$ cat src/rtl/acc_cpu_pkg.sv
package acc_cpu_pkg;
  typedef enum logic [1:0] {
    OP_LOAD  = 2'b00,
    OP_ADD   = 2'b01,
    OP_STORE = 2'b10,
    OP_END   = 2'b11
  } op_e;

  typedef enum logic [3:0] {
    ST_FADDR, ST_FWAIT, ST_FLATCH, ST_DECODE,
    ST_OADDR, ST_OWAIT, ST_OLATCH, ST_EXEC,
    ST_STORE, ST_HALT
  } state_e;
endpackage

$ cat src/rtl/acc_cpu_ctrl.sv
module acc_cpu_ctrl
  import acc_cpu_pkg::*;
(
  input  logic clk,
  input  logic rst,
  input  op_e  op,
  output logic pc_inc,
  output logic mar_from_pc,
  output logic mar_from_ir,
  output logic mdr_from_mem,
  output logic mdr_from_acc,
  output logic ir_load,
  output logic acc_load,
  output logic mem_we,
  output logic halted
);
  state_e state, nxt;

  always_ff @(posedge clk) begin
    if (rst) begin
      state  <= ST_FADDR;
      halted <= 1'b0;
    end else begin
      state <= nxt;
      if (state == ST_OADDR && op == OP_END) halted <= 1'b1;
    end
  end

  always_comb begin
    nxt          = state;
    pc_inc       = 1'b0;
    mar_from_pc  = 1'b0;
    mar_from_ir  = 1'b0;
    mdr_from_mem = 1'b0;
    mdr_from_acc = 1'b0;
    ir_load      = 1'b0;
    acc_load     = 1'b0;
    mem_we       = 1'b0;
    unique case (state)
      ST_FADDR: begin
        mar_from_pc = 1'b1;
        pc_inc      = 1'b1;
        nxt         = ST_FWAIT;
      end
      ST_FWAIT:  nxt = ST_FLATCH;
      ST_FLATCH: begin
        mdr_from_mem = 1'b1;
        nxt          = ST_DECODE;
      end
      ST_DECODE: begin
        ir_load = 1'b1;
        nxt     = ST_OADDR;
      end
      ST_OADDR: begin
        if (op == OP_END) begin
          nxt = ST_HALT;
        end else begin
          mar_from_ir = 1'b1;
          if (op == OP_STORE) begin
            mdr_from_acc = 1'b1;
            nxt          = ST_STORE;
          end else begin
            nxt = ST_OWAIT;
          end
        end
      end
      ST_OWAIT:  nxt = ST_OLATCH;
      ST_OLATCH: begin
        mdr_from_mem = 1'b1;
        nxt          = ST_EXEC;
      end
      ST_EXEC: begin
        acc_load = 1'b1;
        nxt      = ST_FADDR;
      end
      ST_STORE: begin
        mem_we = 1'b1;
        nxt    = ST_FADDR;
      end
      ST_HALT: nxt = ST_HALT;
      default: nxt = ST_FADDR;
    endcase
  end
endmodule

$ cat src/rtl/acc_cpu_alu.sv
module acc_cpu_alu
  import acc_cpu_pkg::*;
#(
  parameter int DATA_W = 8
) (
  input  op_e               op,
  input  logic [DATA_W-1:0] acc,
  input  logic [DATA_W-1:0] operand,
  output logic [DATA_W-1:0] result
);
  logic [DATA_W-1:0] sum;

  assign sum    = acc + operand;
  assign result = (op == OP_ADD) ? sum : operand;
endmodule

$ cat src/rtl/acc_cpu_regs.sv
module acc_cpu_regs #(
  parameter int DATA_W = 8,
  parameter int ADDR_W = DATA_W - 2
) (
  input  logic              clk,
  input  logic              rst,
  input  logic              pc_inc,
  input  logic              mar_from_pc,
  input  logic              mar_from_ir,
  input  logic              mdr_from_mem,
  input  logic              mdr_from_acc,
  input  logic              ir_load,
  input  logic              acc_load,
  input  logic [DATA_W-1:0] mem_rdata,
  input  logic [DATA_W-1:0] alu_result,
  output logic [ADDR_W-1:0] mar,
  output logic [DATA_W-1:0] mdr,
  output logic [DATA_W-1:0] ir,
  output logic [DATA_W-1:0] acc
);
  logic [ADDR_W-1:0] pc;

  always_ff @(posedge clk) begin
    if (rst) begin
      pc  <= ADDR_W'(1);
      mar <= '0;
      mdr <= '0;
      ir  <= '0;
      acc <= '0;
    end else begin
      if (pc_inc) pc <= pc + ADDR_W'(1);
      if (mar_from_pc)      mar <= pc;
      else if (mar_from_ir) mar <= ir[ADDR_W-1:0];
      if (mdr_from_mem)      mdr <= mem_rdata;
      else if (mdr_from_acc) mdr <= acc;
      if (ir_load)  ir  <= mdr;
      if (acc_load) acc <= alu_result;
    end
  end
endmodule

$ cat src/rtl/acc_cpu.sv
module acc_cpu
  import acc_cpu_pkg::*;
#(
  parameter int DATA_W = 8,
  localparam int ADDR_W = DATA_W - 2
) (
  input  logic              clk,
  input  logic              rst,
  output logic [ADDR_W-1:0] mem_addr,
  output logic [DATA_W-1:0] mem_wdata,
  output logic              mem_we,
  input  logic [DATA_W-1:0] mem_rdata,
  output logic              halted,
  output logic [DATA_W-1:0] acc_out
);
  logic pc_inc, mar_from_pc, mar_from_ir, mdr_from_mem, mdr_from_acc;
  logic ir_load, acc_load;
  logic [ADDR_W-1:0] mar;
  logic [DATA_W-1:0] mdr, ir, acc, alu_result;
  op_e op;

  assign op = op_e'(ir[DATA_W-1 -: 2]);

  acc_cpu_ctrl u_ctrl (
    .clk, .rst, .op,
    .pc_inc, .mar_from_pc, .mar_from_ir, .mdr_from_mem, .mdr_from_acc,
    .ir_load, .acc_load, .mem_we, .halted
  );

  acc_cpu_regs #(.DATA_W(DATA_W), .ADDR_W(ADDR_W)) u_regs (
    .clk, .rst,
    .pc_inc, .mar_from_pc, .mar_from_ir, .mdr_from_mem, .mdr_from_acc,
    .ir_load, .acc_load, .mem_rdata, .alu_result,
    .mar, .mdr, .ir, .acc
  );

  acc_cpu_alu #(.DATA_W(DATA_W)) u_alu (
    .op, .acc, .operand(mdr), .result(alu_result)
  );

  assign mem_addr  = mar;
  assign mem_wdata = mdr;
  assign acc_out   = acc;
endmodule

$ cat config.mk
export PLATFORM = sky130hd
export DESIGN_NAME = acc_cpu
export DESIGN_NICKNAME = d
export VERILOG_FILES = /design/src/rtl/acc_cpu_pkg.sv /design/src/rtl/acc_cpu_ctrl.sv /design/src/rtl/acc_cpu_alu.sv /design/src/rtl/acc_cpu_regs.sv /design/src/rtl/acc_cpu.sv
export SDC_FILE = /design/constraint.sdc
export NUM_CORES = 1
export LEC_CHECK = 0
export BUFFER_PORTS_ARGS = -buffer_cell sky130_fd_sc_hd__buf_4
export CELL_PAD_IN_SITES_DETAIL_PLACEMENT = 2
export CELL_PAD_IN_SITES_GLOBAL_PLACEMENT = 2
export CORE_UTILIZATION = 34
export CTS_CLUSTER_SIZE = 40
export DETAILED_ROUTE_END_ITERATION = 16
export GPL_TIMING_DRIVEN = 0
export PLACE_DENSITY = 0.81
export SLEW_MARGIN = 20
export SYNTH_ARGS = -nofsm -noshare
export SYNTH_HDL_FRONTEND = slang
export SYNTH_HIERARCHICAL = 1
export SYNTH_SLANG_ARGS = --single-unit
$ cat constraint.sdc
create_clock -name clk -period 3.6 [get_ports clk]
set_input_delay 0.54 -clock clk [delete_from_list [all_inputs] [get_ports clk]]
set_output_delay 0.54 -clock clk [all_outputs]
set_load 0.05 [all_outputs]
==> results.cfg, run 1 <==
[cts]
clkLatencyLatePin_ps = 300
cts-buffers-inserted = 5
cts.repair_timing.setup_buffer_count = 0
register_clock_pin_slew_on_the_reported_worst_setup_and_hold_paths_ps = 80
tritoncts = built
cts.hold.buffers_added = 0
cts.sink_count = 41
htree_levels = 2
cts.root.buffer_cell = clkbuf_8
cells_resized_by_post_cts_repair = 0
clock_path_buffers = 2

[global_route]
grt_antenna_before_repair = 0
grt_remaining_overflow = 0
grt_first_pass_wirelength_mm = 9.40
grt_usage_pct = 18.7
grt_start_max_net_pins = 14
grt_pass1_vias = 1947

[sta]
achievable-frequency_mhz = 459
totalNegativeSetupSlack_ps = 0
clock_skews_ps = 10.9
layout_worst_path_cycle_share_pct = 60.5
grt_setup_unrepaired = false
final-max-slew-violation-count = 0
slew-limit-headroom_pct = 58.6
fin_worst_hold_slack_ps = 459
min_period_ps = 2180
report.final.setup_viol = 0
hold_violations = 0
tightestPinTransition_ps = 620

[floorplan]
core-area_um2 = 6060
die_width_um = 82.3
die_y_um = 82.3
floorplan.rows = 28
design.die.area_um2 = 6780
num_io_pins = 34
floorplan.initialDensity_pct = 36.2

[yosys]
synth.lib_cells_used.distinct = 40
post_synth.cell_area_avg_um2 = 9.34
synthAdderAreaFrac_pct = 5.47
yosysSeqAreaShare_pct = 37.4
post_synth_net_total = 254
netlist.area_leader.share_pct = 37.4
yosys-top-cells-area = dfxtp_1 (37%), mux2i_1 (15%), mux2_2 (7.2%), nor2_1 (6.8%), ha_1 (4.6%)
synthDominantAreaCellType = dfxtp_1
post_synth_inst_count = 235
compound_cell_area_share_of_the_yosys_netlist_pct = 11.1
ys_ff_latch = 41
synth_mux_area_share_pct = 21.8
synth.yosys.warnings = 6
synth-simple-area-share_pct = 16.1
combinational_family_with_the_most_area_after_synthesis = multiplexers
syn-cell-area_um2 = 2190
synth_xor_xnor_area_share_pct = 3.59

[power]
ir_drop_mv = 0.210
relative_contribution_of_combinational_cells_to_total_power_pct = 18.5
power_dens_cells_nw_per_um2 = 406
switchingPower_uw = 310
clock_power_share_pct = 34.9
switching_share_pct = 28.8
cellLeakagePower_nw = 1.10
p_seq_share_pct = 46.6
cellInternalPower_uw = 765

[min_path]
min_path_type = in -> reg
min_delay_path_depth = 2

[setup_path]
cp.required_ps = 3780
timing.critical_path.mode_cell = o21a_1
worst-endpoint-arrival_ps = 2350
critPathKind = reg -> reg
top_cell_family_by_delay_on_the_critical_path = adder cells
worstSetupPathDepth = 10
end_kind = register
worst_path_largest_cell_delay_ps = 440
timing.critical_path.from_type = register
critical_path.slowest_cell = fa_1
critPathMaxFanout = 5
crit_path_cell_trace = ha_1 > inv_1 > fa_1 > nor2b_4 > o31a_1 > o21a_1 > o21a_1 > o31ai_1 > mux2i_1 > nor2_1
worstPathBufferInverterCount = 1
r2r.worst_path.cells = 10

[layout]
net_count_of_the_finished_layout = 294
synthToLayoutAreaGrowth_pct = 20.6
fillerInstances = 685
final_cells = 351
final_layout_size_suffix_gt1_share_pct = 25.0
insertedDiodeCount = 0
ff_latch_area_um2 = 821
area_taken_by_multi_input_logic_gates_um2 = 1270
postLayoutCellArea_um2 = 2650

[routing]
antenna_violating_nets_post_route = 0
wire_length_per_cell_after_detailed_routing_um = 16.2
totalWireLength_mm = 5.69
drt_drc_violations_left = 0
drt_first_iter_violations = 49
routed-via-count = 1820
detail_route.vias_per_cell = 5.19
detail_route.first_pass.iterations = 4

[placement]
dp_hpwl_mm = 4.34
placed_cell_area_um2 = 2540
dpl.cell_count = 343
gp_congestion = 0.712
portBuffers = 33

[run]
drv.max_cap_violation_count = 0

[outcome]
run_status = finished, final reports clean
## cell type report
type | count | share of cell area (%)
Inverter | 6 | 0.851
Buffer | 16 | 2.93
Tap cell | 75 | 3.54
Multi-Input combinational cell | 172 | 48.1
Timing Repair Buffer | 33 | 9.36
Sequential cell | 41 | 31.0
Clock inverter | 2 | 1.47
Clock buffer | 6 | 2.74
## per-stage QoR
stage               power, mW  utilization [%]  setup slack, ps
floorplan               0.650                -             1320
global placement        0.700             41.8             1450
detailed placement      0.709             41.8             1440
CTS                      1.09             43.7             1390
global route             1.13             43.7             1230
finish                   1.07             43.7             1420
## worst paths after layout
kind | startpoint | to | slack (ps)
worst max-delay path | u_regs/mdr[0] | u_regs/acc[6] | 1420
worst min-delay path | rst | u_ctrl/halted | 460
worst max register to register | u_regs/mdr[0] | u_regs/acc[6] | 1420
worst min register to register | u_ctrl/halted | u_ctrl/halted | 470
## power groups by stage
stage          Sequential [mW]  Combinational (mW)  Clock (mW)
4_1_cts                  0.501               0.201       0.390
6_report                 0.501               0.199       0.375
5_1_grt                  0.504               0.217       0.409
3_5_place_dp             0.512               0.197           0
3_3_place_gp             0.510               0.190           0
2_1_floorplan            0.537               0.113           0
## synth_stat cells, drive strengths merged
library cell   n
inv            6
o31a           1
and3           3
nand2b         3
a221oi         1
a21o           2
nor4           2
a21oi          5
nor2          40
or3            1
mux2i         32
a2111oi        2
a32o           1
a211oi         3
a311o          1
o21bai         2
o21a           3
ha             8
o31ai          2
o21ai          6
and2           1
dfxtp         41
xnor2          3
nor3           7
buf            8
and4bb         1
xor2           6
nor2b          3
mux2          14
fa             1
a31oi          4
nand2         12
clkbuf         8
nand4          2
## cell usage in the layout, fill, tap and decap left out, types with 6 or more instances in the layout
| cell | netlist | final |
|---|---|---|
| xor2_1 | 6 | 6 |
| ha_1 | 8 | 8 |
| buf_4 | 3 | 36 |
| nand2_1 | 11 | 11 |
| nor3_1 | 7 | 7 |
| mux2i_1 | 32 | 32 |
| o21ai_0 | 6 | 6 |
| clkbuf_1 | 8 | 9 |
| nor2_1 | 40 | 40 |
| dfxtp_1 | 41 | 41 |
| inv_1 | 6 | 6 |
| mux2_2 | 14 | 14 |
## cells by family (layout without fill, tap and decap cells)
group	count (synthesis)	in the layout
buf+inv	22	63
fa+ha+maj	9	9
flops	41	41
simple gates	75	75
compound gates	33	33
xor+xnor	9	9
mux	46	46
## sequential cells by signal, indices dropped and copies added, names as in the netlist
name / flops
u_regs/pc: 6
u_ctrl/state: 4
u_regs/ir: 8
u_regs/mdr: 8
u_regs/acc: 8
u_ctrl/halted: 1
u_regs/mar: 6
## per-layer routing
| layer | GRT usage [%] | up-vias | share of wire, % |
|---|---|---|---|
| met5 | 0 | - | 0 |
| met4 | 5.26 | 0 | 0.63 |
| met3 | 3.30 | 5 | 2.9 |
| met2 | 32.2 | 28 | 48 |
| met1 | 23.8 | 881 | 48 |
| li1 | - | 906 | - |
Note: power is estimated with default switching activity, not from simulation.
==> inputs of run 2 (changes only) <==
Clock period 3.6 ns to 2.15 ns, I/O delays scaled along.
==> run 2 against run 1 <==
Non-clock buffer count is 1 higher. Sequential share of layout area is 0.23 points higher. Via count is 0.11% lower. Maximum frequency is 7.0% higher. Routed wire length is 4.3% higher. Final area is 0.47% higher. Final cell count is 0.28% higher. Clock power is 35% higher. Setup slack worse by 1300 ps. Hold slack worse by 220 ps. Critical path type unchanged. Highest routed layer unchanged.
==> results.cfg, run 2 (synthesis gave the netlist of run 1 again) <==
[layout]
net_count_of_the_finished_layout = 295
final_layout_size_suffix_gt1_share_pct = 29.2
layout.cells.most_common = nor2_1
insertedDiodeCount = 0
most-common-layout-cells = nor2_1 (40), buf_4 (37), dfxtp_1 (35)
postLayoutCellArea_um2 = 2660
synthToLayoutAreaGrowth_pct = 21.2
largest_registers = u_regs/acc: 8 flops, u_regs/ir: 8 flops, u_regs/mdr: 8 flops
fillerInstances = 690

[sta]
final-max-slew-violation-count = 0
report.final.setup_viol = 0
fin_worst_hold_slack_ps = 239
achievable-frequency_mhz = 491
min_period_ps = 2040
tightestPinTransition_ps = 589
totalNegativeSetupSlack_ps = 0
slew-limit-headroom_pct = 60.7
hold_violations = 0
final_critical_path_setup_slack_ps = 115
clock_skews_ps = 8.19
grt_setup_unrepaired = false
layout_worst_path_cycle_share_pct = 94.7

[outcome]
run_status = finished, final reports clean

[cts]
cts.root.buffer_cell = clkbuf_8
clkLatencyLatePin_ps = 300
clock_path_buffers = 2
tritoncts = built
register_clock_pin_slew_on_the_reported_worst_setup_and_hold_paths_ps = 80
htree_levels = 2
cts.hold.buffers_added = 0
cts.sink_count = 41
cts-buffers-inserted = 5

[power]
ir_drop_mv = 0.381
cellInternalPower_mw = 1.16
switchingPower_uw = 519
switching_share_pct = 31.0
p_seq_share_pct = 50.1
cellLeakagePower_nw = 1.10
power_dens_cells_nw_per_um2 = 630
clock_power_share_pct = 30.2
relative_contribution_of_combinational_cells_to_total_power_pct = 19.8

[floorplan]
core-area_um2 = 6060
die_y_um = 82.3
num_io_pins = 34
design.die.area_um2 = 6780
floorplan.initialDensity_pct = 36.2
die_width_um = 82.3
floorplan.rows = 28

[placement]
placed_cell_area_um2 = 2540
gp_congestion = 0.725
dp_hpwl_mm = 4.52
portBuffers = 33
placement.setup.worst_slack_ps = 38.4

[routing]
antenna_violating_nets_post_route = 0
detail_route.vias_per_cell = 5.16
detail_route.first_pass.iterations = 4
drt_drc_violations_left = 0
routed-via-count = 1818
drt_first_iter_violations = 61
wire_length_per_cell_after_detailed_routing_um = 16.9
totalWireLength_mm = 5.93

[global_route]
grt_first_pass_wirelength_mm = 9.52
grt_pass1_vias = 1888
grt_remaining_overflow = 0
grt_start_max_net_pins = 14
grt_antenna_before_repair = 0
grt_usage_pct = 19.4

[setup_path]
critPathMaxFanout = 10
timing.critical_path.from_type = register
end_kind = register
critPathKind = reg -> reg
worst-endpoint-arrival_ps = 2210
cp.required_ps = 2320

[min_path]
min_path_type = in -> reg

[run]
drv.max_cap_violation_count = 0
## run 2: area by class of cell
type                       instances  area (um^2)  share of cell area (%)
inverter                           6         22.5                   0.847
sequential                        41          831                    31.2
clock buffer                       5         68.8                    2.59
multi-input combinational        172         1290                    48.6
tap                               75         93.8                    3.53
timing repair buffer              34          255                    9.60
clock inverter                     3         17.5                   0.659
buffer                            16         77.6                    2.92
## run 2: power groups by stage
stage | combinational, mW | clock, mW | sequential, mW
after floorplan | 0.189 | 0 | 0.901
after global placement | 0.318 | 0 | 0.855
after detailed placement | 0.331 | 0 | 0.858
after CTS | 0.334 | 0.529 | 0.840
after global routing | 0.362 | 0.558 | 0.845
final | 0.332 | 0.505 | 0.839
## run 2: worst paths after layout
kind / start / end / slack (ps) / cells past startpoint
worst max-delay path: u_ctrl/state[3] / u_regs/mar[3] / 110 / 7
worst min register to register: u_ctrl/halted / u_ctrl/halted / 480 / 2
worst max register to register: u_ctrl/state[3] / u_regs/mar[3] / 110 / 7
worst min-delay path: rst / u_ctrl/halted / 240 / 2
## run 2: layer usage
layer	part of all wire (%)	global-route usage [%]	routed length, um
met1	47	24.3	2780
met2	49	33.1	2890
met3	3.4	4.18	201
met4	1.0	5.79	61
met5	0	0	0
## run 2: what timing repair did
item | in CTS | in global routing
buffers inserted | 0 | 1
pin swaps | 0 | 2
setup endpoints to repair | 1 | 2
resized for setup | 1 | 6
## run 2: worst max-delay path: stages (launching register included)
cell       delay [ps]
dfxtp_1           300
buf_2             170
nand2b_1          180
a2111oi_1         300
clkbuf_1          360
mux2_2            390
mux2i_1           170
nor2_1             50
## run 2: stage by stage
step	instances	power, mW	utilization [%]
final	352	1.68	43.9
after floorplan	235	1.09	-
after detailed placement	343	1.19	42.0
after global routing	352	1.76	43.9
after CTS	351	1.70	43.4
after global placement	343	1.17	42.0
==> inputs of run 3 (changes only) <==
Settings changed: CORE_UTILIZATION 34 to 35, HOLD_SLACK_MARGIN set to 0.1, PLACE_DENSITY 0.81 to 0.83.
==> run 3 against run 2 <==
Maximum frequency is 0.47% lower. Critical path depth is 3 higher. Count of clock-buffer cells in the layout is 2 higher. Sequential power hardly changed. Critical endpoint is now u_regs/acc[6].
==> results.cfg, run 3 (synthesis gave the netlist of run 1 again) <==
[setup_path]
r2r.worst_path.cells = 10
timing.critical_path.from_type = register
critical_path.reg2reg.startpoint = u_regs/acc[0]
worst-endpoint-arrival_ps = 2280
critPathMaxFanout = 4
worst_r2r_endpoint = u_regs/acc[6]
end_kind = register
top_cell_family_by_delay_on_the_critical_path = compound AO/OA/AOI/OAI gates
timing.critical_path.mode_cell = o21a_1
critPathKind = reg -> reg
critical_path.slowest_cell = dfxtp_2
worstPathBufferInverterCount = 1
cp.required_ps = 2380
reg2reg_setup_slack_ps = 100
crit_path_cell_trace = ha_2 > inv_1 > fa_2 > nor2b_4 > o31a_1 > o21a_1 > o21a_1 > o31ai_2 > mux2i_1 > nor2_1
worst_path_largest_cell_delay_ps = 350

[layout]
insertedDiodeCount = 0
most-common-layout-cells = nor2_1 (39), buf_4 (36), dfxtp_1 (34)
largest_registers = u_regs/acc: 8 flops, u_regs/ir: 8 flops, u_regs/mdr: 8 flops
final_cells = 351
net_count_of_the_finished_layout = 294
synthToLayoutAreaGrowth_pct = 22.5
fillerInstances = 672
layout.cells.most_common = nor2_1
final_layout_size_suffix_gt1_share_pct = 29.7

[cts]
cts.sink_count = 41
cts.repair_timing.setup_buffer_count = 0
cts.hold.buffers_added = 0
register_clock_pin_slew_on_the_reported_worst_setup_and_hold_paths_ps = 80
clock_path_buffers = 2
htree_levels = 2
tritoncts = built
cts.root.buffer_cell = clkbuf_8
cts-buffers-inserted = 5
cells_resized_by_post_cts_repair = 1
clkLatencyLatePin_ps = 300

[routing]
routed-via-count = 1853
detail_route.first_pass.iterations = 4
antenna_violating_nets_post_route = 0
totalWireLength_mm = 6.17
detail_route.vias_per_cell = 5.28
drt_drc_violations_left = 0
wire_length_per_cell_after_detailed_routing_um = 17.6
drt_first_iter_violations = 34

[floorplan]
die_y_um = 81.2
floorplan.rows = 28
floorplan.initialDensity_pct = 36.6
die_width_um = 81.2
core-area_um2 = 5990
num_io_pins = 34
design.die.area_um2 = 6590

[placement]
portBuffers = 33
placement.setup.worst_slack_ps = 26.2
dp_hpwl_mm = 4.55
gp_congestion = 0.752
dpl.cell_count = 343

[global_route]
grt_start_max_net_pins = 13
grt_remaining_overflow = 0
grt_usage_pct = 20.4
grt_first_pass_wirelength_mm = 10.1
grt_pass1_vias = 2023
grt_antenna_before_repair = 0

[power]
power_dens_cells_nw_per_um2 = 682
report.power.total_mw = 1.83
cellLeakagePower_nw = 1.11
ir_drop_mv = 0.566

[sta]
min_period_ps = 2050
totalNegativeSetupSlack_ps = 0
final-max-slew-violation-count = 0
clock_skews_ps = 10.6
report.final.setup_viol = 0
tightestPinTransition_ps = 618
slew-limit-headroom_pct = 58.8
layout_worst_path_cycle_share_pct = 95.1
final_critical_path_setup_slack_ps = 105
achievable-frequency_mhz = 489
hold_violations = 0
grt_setup_unrepaired = false

[run]
drv.max_cap_violation_count = 0

[min_path]
min_delay_path_depth = 2
hold_path_startpoint = rst
timing.hold.worst_endpoint = u_ctrl/halted
min_path_type = in -> reg

[outcome]
run_status = finished, final reports clean
==> run 3: layer usage <==
layer  part of all wire (%)  global-route usage (%)  wire length (um)
met5                      0                       0                 0
met4                      0                    4.11                 0
met3                    3.5                    4.94               218
met2                     50                    36.1              3080
met1                     46                    24.9              2870
==> run 3: how the worst max path moves through the flow <==
| stage | startpoint | endpoint | slack, ps | cells past startpoint |
|---|---|---|---|---|
| 4_1_cts | u_regs/acc[0] | u_regs/acc[6] | 4 | 10 |
| 3_3_place_gp | u_regs/mdr[0] | u_regs/acc[6] | 80 | 10 |
| 3_5_place_dp | u_regs/acc[0] | u_regs/acc[6] | 30 | 10 |
| 5_1_grt | u_regs/acc[0] | u_regs/acc[6] | 9 | 10 |
| 6_report | u_regs/acc[0] | u_regs/acc[6] | 100 | 10 |
| 2_1_floorplan | u_regs/mdr[6] | u_regs/acc[7] | 60 | 7 |
==> run 3: stage by stage <==
| stage | util [%] | hold WS [ps] | area [um^2] |
|---|---|---|---|
| after floorplan | - | 392 | 2200 |
| after global placement | 42.5 | 458 | 2540 |
| after detailed placement | 42.5 | 487 | 2540 |
| after CTS | 44.4 | 232 | 2660 |
| after global routing | 44.9 | 233 | 2690 |
| final | 44.9 | 242 | 2690 |
==> run 3: cell type report <==
| class | instances | area, um^2 | area share (%) |
|---|---|---|---|
| Buffer | 16 | 78.8 | 2.93 |
| Clock buffer | 7 | 86.3 | 3.21 |
| Clock inverter | 1 | 30.0 | 1.12 |
| Inverter | 6 | 22.5 | 0.838 |
| Multi-Input combinational cell | 172 | 1300 | 48.3 |
| Sequential cell | 41 | 830 | 30.9 |
| Tap cell | 75 | 93.8 | 3.49 |
| Timing Repair Buffer | 33 | 248 | 9.22 |
==> run 3: report_power, final <==
part	internal (mW)	leakage [nW]	switching, mW
clock network	0.379	0.0585	0.271
logic	0.138	0.714	0.203
registers	0.796	0.336	0.0447
total	1.31	1.11	0.518
